### src/rtl/ecap_pkg.sv
package ecap_pkg;
  typedef enum logic [1:0] {
    EDGE_OFF  = 2'd0,
    EDGE_RISE = 2'd1,
    EDGE_FALL = 2'd2,
    EDGE_ANY  = 2'd3
  } edge_sel_t;
endpackage

### src/rtl/ecap_sync.sv
module ecap_sync #(
  parameter int STAGES = 2
) (
  input  logic clk,
  input  logic rst_n,
  input  logic pin_async,
  output logic level,
  output logic level_prev
);
  localparam int LAST = STAGES;

  logic [LAST:0] chain;

  always_ff @(posedge clk or negedge rst_n) begin
    if (!rst_n) chain[0] <= 1'b0;
    else        chain[0] <= pin_async;
  end

  for (genvar i = 1; i <= LAST; i++) begin : g_stage
    always_ff @(posedge clk or negedge rst_n) begin
      if (!rst_n) chain[i] <= 1'b0;
      else        chain[i] <= chain[i-1];
    end
  end

  assign level      = chain[LAST-1];
  assign level_prev = chain[LAST];
endmodule

### src/rtl/ecap_edge.sv
module ecap_edge
  import ecap_pkg::*;
(
  input  logic      level,
  input  logic      level_prev,
  input  edge_sel_t mode,
  input  logic      enable,
  output logic      hit
);
  logic rise, fall;

  assign rise = level & ~level_prev;
  assign fall = ~level & level_prev;

  always_comb begin
    hit = 1'b0;
    if (enable) begin
      unique case (mode)
        EDGE_OFF:  hit = 1'b0;
        EDGE_RISE: hit = rise;
        EDGE_FALL: hit = fall;
        EDGE_ANY:  hit = rise | fall;
        default:   hit = 1'b0;
      endcase
    end
  end
endmodule

### src/rtl/ecap_ctrl.sv
module ecap_ctrl #(
  parameter int CNT_W = 32
) (
  input  logic             clk,
  input  logic             rst_n,
  input  logic             hit,
  input  logic             second_sel,
  input  logic             clr,
  input  logic [CNT_W-1:0] cnt_val,
  output logic [CNT_W-1:0] reg_first,
  output logic [CNT_W-1:0] reg_second,
  output logic             flag,
  output logic             pulse
);
  logic seen_one;
  logic take_first, take_second, accept;

  assign accept      = hit & ~flag & ~clr;
  assign take_first  = accept & ~second_sel;
  assign take_second = accept & second_sel & seen_one;

  always_ff @(posedge clk or negedge rst_n) begin
    if (!rst_n) begin
      reg_first  <= '0;
      reg_second <= '0;
      flag       <= 1'b0;
      pulse      <= 1'b0;
      seen_one   <= 1'b0;
    end else begin
      pulse <= take_first | take_second;
      if (take_first)  reg_first  <= cnt_val;
      if (take_second) reg_second <= cnt_val;
      if (clr) begin
        flag     <= 1'b0;
        seen_one <= 1'b0;
      end else if (take_first || take_second) begin
        flag     <= 1'b1;
        seen_one <= 1'b0;
      end else if (accept && second_sel) begin
        seen_one <= 1'b1;
      end
    end
  end
endmodule

### src/rtl/edge_capture_unit.sv
module edge_capture_unit
  import ecap_pkg::*;
#(
  parameter int CNT_W       = 32,
  parameter int SYNC_STAGES = 2
) (
  input  logic             clk,
  input  logic             rst_n,
  input  logic             evt_pin,
  input  logic [CNT_W-1:0] cnt_val,
  input  logic [1:0]       edge_mode,
  input  logic             second_sel,
  input  logic             pin_is_input,
  input  logic             flag_clr,
  output logic [CNT_W-1:0] cap_first,
  output logic [CNT_W-1:0] cap_second,
  output logic             cap_flag,
  output logic             cap_pulse
);
  logic lvl, lvl_prev, hit;

  ecap_sync #(.STAGES(SYNC_STAGES)) u_sync (
    .clk        (clk),
    .rst_n      (rst_n),
    .pin_async  (evt_pin),
    .level      (lvl),
    .level_prev (lvl_prev)
  );

  ecap_edge u_edge (
    .level      (lvl),
    .level_prev (lvl_prev),
    .mode       (edge_sel_t'(edge_mode)),
    .enable     (pin_is_input),
    .hit        (hit)
  );

  ecap_ctrl #(.CNT_W(CNT_W)) u_ctrl (
    .clk        (clk),
    .rst_n      (rst_n),
    .hit        (hit),
    .second_sel (second_sel),
    .clr        (flag_clr),
    .cnt_val    (cnt_val),
    .reg_first  (cap_first),
    .reg_second (cap_second),
    .flag       (cap_flag),
    .pulse      (cap_pulse)
  );
endmodule

### config.mk
export PLATFORM = sky130hd
export DESIGN_NAME = edge_capture_unit
export DESIGN_NICKNAME = d
export VERILOG_FILES = /design/src/rtl/ecap_pkg.sv /design/src/rtl/ecap_sync.sv /design/src/rtl/ecap_edge.sv /design/src/rtl/ecap_ctrl.sv /design/src/rtl/edge_capture_unit.sv
export SDC_FILE = /design/constraint.sdc
export NUM_CORES = 1
export LEC_CHECK = 0
export BUFFER_PORTS_ARGS = -buffer_cell sky130_fd_sc_hd__buf_2
export CAP_MARGIN = 10
export CORE_MARGIN = 1.5
export CORE_UTILIZATION = 52
export CTS_CLUSTER_DIAMETER = 200
export DETAILED_ROUTE_END_ITERATION = 12
export GPL_TIMING_DRIVEN = 1
export PLACE_DENSITY_LB_ADDON = 0.2
export SLEW_MARGIN = 40
export SYNTH_ARGS = -nofsm -noshare
export SYNTH_HDL_FRONTEND = slang
export SYNTH_HIERARCHICAL = 1
export SYNTH_SLANG_ARGS = --single-unit
### constraint.sdc
create_clock -name clk -period 5.89 [get_ports clk]
set_input_delay 0.589 -clock clk [delete_from_list [all_inputs] [get_ports clk]]
set_output_delay 0.589 -clock clk [all_outputs]
set_load 0.05 [all_outputs]
==> metrics, run 1 <==
fillers 381; Die ar. 5660 um2; Setup Buffers After CTS 0; RSZ-0062 raised after global routing false; root buffer cell clkbuf_8; Switching Share 0.400; CTS HTree Levels 3; Max Slew Vio Count 0; CP Max Fanout 18; commonest non-fill, non-tap cells in the layout buf_2 (105), dfrtp_1 (70), mux2_2 (59), clkbuf_8 (11); final cell count without fillers 346; WL final 5010 um; antenna cells 0; Int Power 0.875 mW; Mapped Area 2710 um2; Comb power frac 0.355; adder-cell share of the synthesized area 0.00923; R2R Setup Slk 3.15 ns; XOR/XNOR Fraction of Synth Area 0; register bit total from synthesis 70; commonest non-fill, non-tap cell in the layout buf_2; register area share after synthesis 0.646; Gate Count Post-Synth 160; CP Launch Type register; vias 1691; total power 1.46 mW; Setup crit end kind register; CTS tree yes; Slew @ Worst Pin 0.595 ns; endpoints failing hold 0; outcome complete, no violations; Max Cap Viol 0; CP Class reg -> reg; Sink Count 70; fraction of synthesized area in multiplexers 0.275; WP data arrival 2.95 ns; Final ANT Viol Nets 0; fin crit share 0.465; Die Ht 75.2 um; worst slack at placement 2.81 ns; vias per cell 4.89; Area Growth Syn to Fin 27.1%; initial antenna violation count 0; vias in the first global route 1508; setup TNS 0 ns; gr ovfl total 0; core area 5070 um2; pwr dens 424 nW/um2; post-route cell area 3450 um2; Synthesis Warnings 6; nets@finish 314; Final min period 2.74 ns; Clock Power Share 0.228; CTS Buf Count 9; simple-gate portion of the synthesized area 0.0277; Worst-path clk slew 0.07 ns; syn_nets 202; CTS resizes 0; capturing point of the worst reg2reg path u_ctrl/reg_first[9]$_DFFE_PN0P_; DRC violations left 0; clk buf depth 2; Avg WL per Cell 14.5 um; Hold Crit Class in -> async; post-route setup slack 3.15 ns; Area after DPL 3270 um2; share of cells above drive strength 1 0.678; Slew HR 0.603; hpwl dp 3490 um; peak supply drop 0.245 mV; crit path to u_ctrl/reg_first[9]$_DFFE_PN0P_; Crit. Startpoint u_sync/level$_DFF_PN0_; switching pwr 0.584 mW; largest family of logic cells by synthesized area multiplexers; initial core utilization 0.534; First-pass DRT Iterations 4; first-pass GRT wire length 7250 um; reg2reg start u_sync/level$_DFF_PN0_; Skew-Pair Late Insertion Delay 0.33 ns; final setup fails 0; number of port buffers 105; sequential share of power 0.417; Die W 75.2 um; RD Place Congestion 0.744; 1st-iter DRT viols 49; Row Count 26; CTS Hold Bufs 0; Mapped Avg Cell Area 16.9 um2; R2R depth 8; total track usage 0.179; Worst Path Required 6.10 ns; Synth Area in Compound Gates 0.00692; placed insts 330; synth unique cells 15; I/O Pins 106; max frequency 365 MHz; Clock Skews 0.0109 ns; largest net degree at the start of global routing 71; LEAKAGE 1.84 nW
-- power by group through the flow --
stage	registers (mW)	clock network, mW	logic, mW
2_1_floorplan	0.921	0	0.0840
3_3_place_gp	0.616	0	0.515
3_5_place_dp	0.618	0	0.523
4_1_cts	0.610	0.341	0.523
5_1_grt	0.620	0.359	0.544
6_report	0.609	0.332	0.519
-- cells by family after synthesis --
family	after synthesis
AND/OR/NAND/NOR	9
flip-flops	70
adder cells (fa/ha/maj)	2
buffers and inverters	11
AO/OA/AOI/OAI	3
multiplexers	65
-- area by class of cell --
class	instances	area, um2	area share
Clock buffer	14	163	0.0472
Clock inverter	1	5.00	0.00145
Inverter	4	15.0	0.00436
Multi-Input combinational cell	79	870	0.252
Sequential cell	70	1750	0.508
Tap cell	70	87.6	0.0254
Timing Repair Buffer	108	556	0.161
-- state kept, by name, indices dropped and copies added (netlist names) --
register / count
u_ctrl/reg_first: 32
u_sync/level: 1
u_sync/level_prev: 1
u_ctrl/flag: 1
u_sync/chain: 1
u_ctrl/seen_one: 1
u_ctrl/reg_second: 32
u_ctrl/pulse: 1
-- worst max-delay path: stages, from the launching register on --
cell and delay (ns):
dfrtp_1 0.37, inv_1 0.05, ha_1 0.27, nand2b_1 0.14, a311oi_1 0.33, nor2b_4 0.23
nor3b_4 0.49, buf_4 0.36, mux2_2 0.37
-- routing by layer --
metal,wire [um],share of wire,track usage,up-vias
li1,-,-,-,779
met1,2190,0.44,0.225,837
met2,2390,0.48,0.277,65
met3,343,0.068,0.0522,10
met4,89,0.018,0.107,0
met5,0,0,0,-
-- Yosys cell counts --
cell type | number | area (um2)
a21oi_1 | 2 | 10.0
buf_6 | 7 | 78.8
nor2_1 | 2 | 7.51
mux2_1 | 2 | 22.5
and4b_1 | 1 | 10.0
nand2b_1 | 3 | 18.8
nor3b_4 | 1 | 18.8
inv_1 | 4 | 15.0
dfrtp_1 | 70 | 1750
mux2_4 | 4 | 60.1
nor2b_4 | 1 | 13.8
a311oi_1 | 1 | 8.76
mux2_2 | 59 | 664
or2_2 | 1 | 6.26
ha_1 | 2 | 25.0
-- worst min path at each step --
stage | end | slack [ns] | depth (start not counted) | startpoint
floorplan | u_ctrl/flag$_DFFE_PN0P_ | 0.29 | 0 | rst_n
global placement | u_sync/level$_DFF_PN0_ | 0.35 | 0 | u_sync/chain[0]$_DFF_PN0_
detailed placement | u_sync/level$_DFF_PN0_ | 0.35 | 0 | u_sync/chain[0]$_DFF_PN0_
CTS | u_sync/chain[0]$_DFF_PN0_ | 0.35 | 1 | evt_pin
global route | u_sync/chain[0]$_DFF_PN0_ | 0.35 | 1 | evt_pin
finish | u_ctrl/reg_first[18]$_DFFE_PN0P_ | 0.35 | 2 | rst_n
-- per-stage QoR --
stage	util	hold slack (ns)
5_1_grt	0.679	0.352
4_1_cts	0.677	0.346
3_3_place_gp	0.643	0.348
2_1_floorplan	-	0.293
3_5_place_dp	0.643	0.348
6_report	0.679	0.347
No activity file was read; power rests on OpenSTA's default activity.
==> run 2, diff against run 1 <==
- CORE_UTILIZATION: 52 -> 43
- clock period: 5.89 -> 2.3 ns (I/O delays scaled with it)
==> metrics, run 2 (same netlist as run 1, synthesis figures left out) <==
outcome complete, no violations; largest net degree at the start of global routing 28; Die W 82.4 um; CTS tree yes; 1st-iter DRT viols 55; vias 1746; LEAKAGE 1.95 nW; commonest non-fill, non-tap cells in the layout buf_2 (105), dfrtp_1 (70), mux2_2 (59), clkbuf_8 (10), buf_4 (8); Avg WL per Cell 15.1 um; Worst Hold Launch flag_clr; Die Ht 82.4 um; Row Count 28; First-pass DRT Iterations 4; I/O Pins 106; WP data arrival 2.46 ns; total track usage 0.168; Clock Skews 0.00877 ns; initial antenna violation count 0; Final min period 2.24 ns; number of port buffers 105; Skew-Pair Late Insertion Delay 0.34 ns; final cell count without fillers 365; core area 5990 um2; pwr dens 1060 nW/um2; Slew HR 0.697; RD Place Congestion 0.802; hold slack 0.112 ns; Area after DPL 3340 um2; endpoints failing hold 0; commonest non-fill, non-tap cell in the layout buf_2; leading registers by flop count u_ctrl/reg_first x32, u_ctrl/reg_second x32; hpwl dp 3860 um; antenna cells 0; Sink Count 70; R2R Setup Slk 0.06 ns; reg2reg start u_sync/level_prev$_DFF_PN0_; CTS HTree Levels 3; Setup crit end kind register; CP Max Fanout 7; Die ar. 6790 um2; initial core utilization 0.453; first-pass GRT wire length 8270 um; Max Slew Vio Count 0; nets@finish 327; CTS Buf Count 9; post-route setup slack 0.0559 ns; vias in the first global route 1743; WL final 5530 um; gr ovfl total 0; worst slack at placement -0.0288 ns; placed insts 341; peak supply drop 0.523 mV; max frequency 446 MHz; final setup fails 0; Final ANT Viol Nets 0; Hold Crit Class in -> reg; DRC violations left 0; Max Cap Viol 0; share of cells above drive strength 1 0.707; root buffer cell clkbuf_8; CP Launch Type register; fin crit share 0.976; post-route cell area 3660 um2; CP Class reg -> reg; clk buf depth 2; Worst Path Required 2.52 ns; Worst-path clk slew 0.07 ns; Area Growth Syn to Fin 35.1%; Slew @ Worst Pin 0.455 ns; vias per cell 4.78; Crit. Startpoint u_sync/level_prev$_DFF_PN0_; total power 3.89 mW
## run 2: critical path, stage by stage, from the launching register on
cell and delay, ns:
dfrtp_1 0.38, ha_1 0.30, nand2b_4 0.15, a311oi_2 0.22, nor2b_4 0.21, nor3b_4 0.21, buf_6 0.17, clkbuf_16 0.16
mux2_2 0.32
## run 2: per-layer routing
metal,vias to the layer above,share of wire,track usage,routed length (um)
li1,809,-,-,-
met1,870,0.44,0.207,2410
met2,58,0.49,0.265,2680
met3,9,0.064,0.0495,354
met4,0,0.014,0.0864,79
met5,-,0,0,0
## run 2: area by class of cell
class,instances,area (um2)
Clock buffer,10,138
Clock inverter,6,61.3
Fill cell,486,2330
Inverter,4,15.0
Multi-Input combinational cell,79,885
Sequential cell,70,1750
Tap cell,75,93.8
Timing Repair Buffer,121,718
## run 2: what timing repair did
| action | 4_1_cts | 5_1_grt |
|---|---|---|
| pin swaps | 0 | 2 |
| buffers inserted | 0 | 3 |
| hold buffers | 2 | 0 |
| gates cloned | 0 | 3 |
| hold endpoints to repair | 20 | 0 |
| gates resized for setup | 1 | 3 |
| setup endpoints to repair | 47 | 64 |
## run 2: path summary, 6_finish.rpt
check                                                         end  cells past startpoint
worst max-delay path              u_ctrl/reg_first[9]$_DFFE_PN0P_                      8
worst min-delay path                      u_ctrl/flag$_DFFE_PN0P_                      2
min in group asynchronous        u_ctrl/reg_first[17]$_DFFE_PN0P_                      2
worst min register to register             u_sync/level$_DFF_PN0_                      0
worst max register to register    u_ctrl/reg_first[9]$_DFFE_PN0P_                      8
max in group asynchronous       u_ctrl/reg_second[28]$_DFFE_PN0P_                      3
## run 2: stage by stage
step,TNS [ns],utilization
after global routing,-1.35,0.611
after floorplan,0,-
after global placement,0,0.557
final,0,0.611
after detailed placement,-0.408,0.557
after CTS,0,0.595
## run 2: power breakdown
| group | total (mW) | switching [mW] | internal (mW) |
|---|---|---|---|
| logic | 1.35 | 0.990 | 0.363 |
| clock network | 0.974 | 0.447 | 0.526 |
| registers | 1.56 | 0.107 | 1.45 |
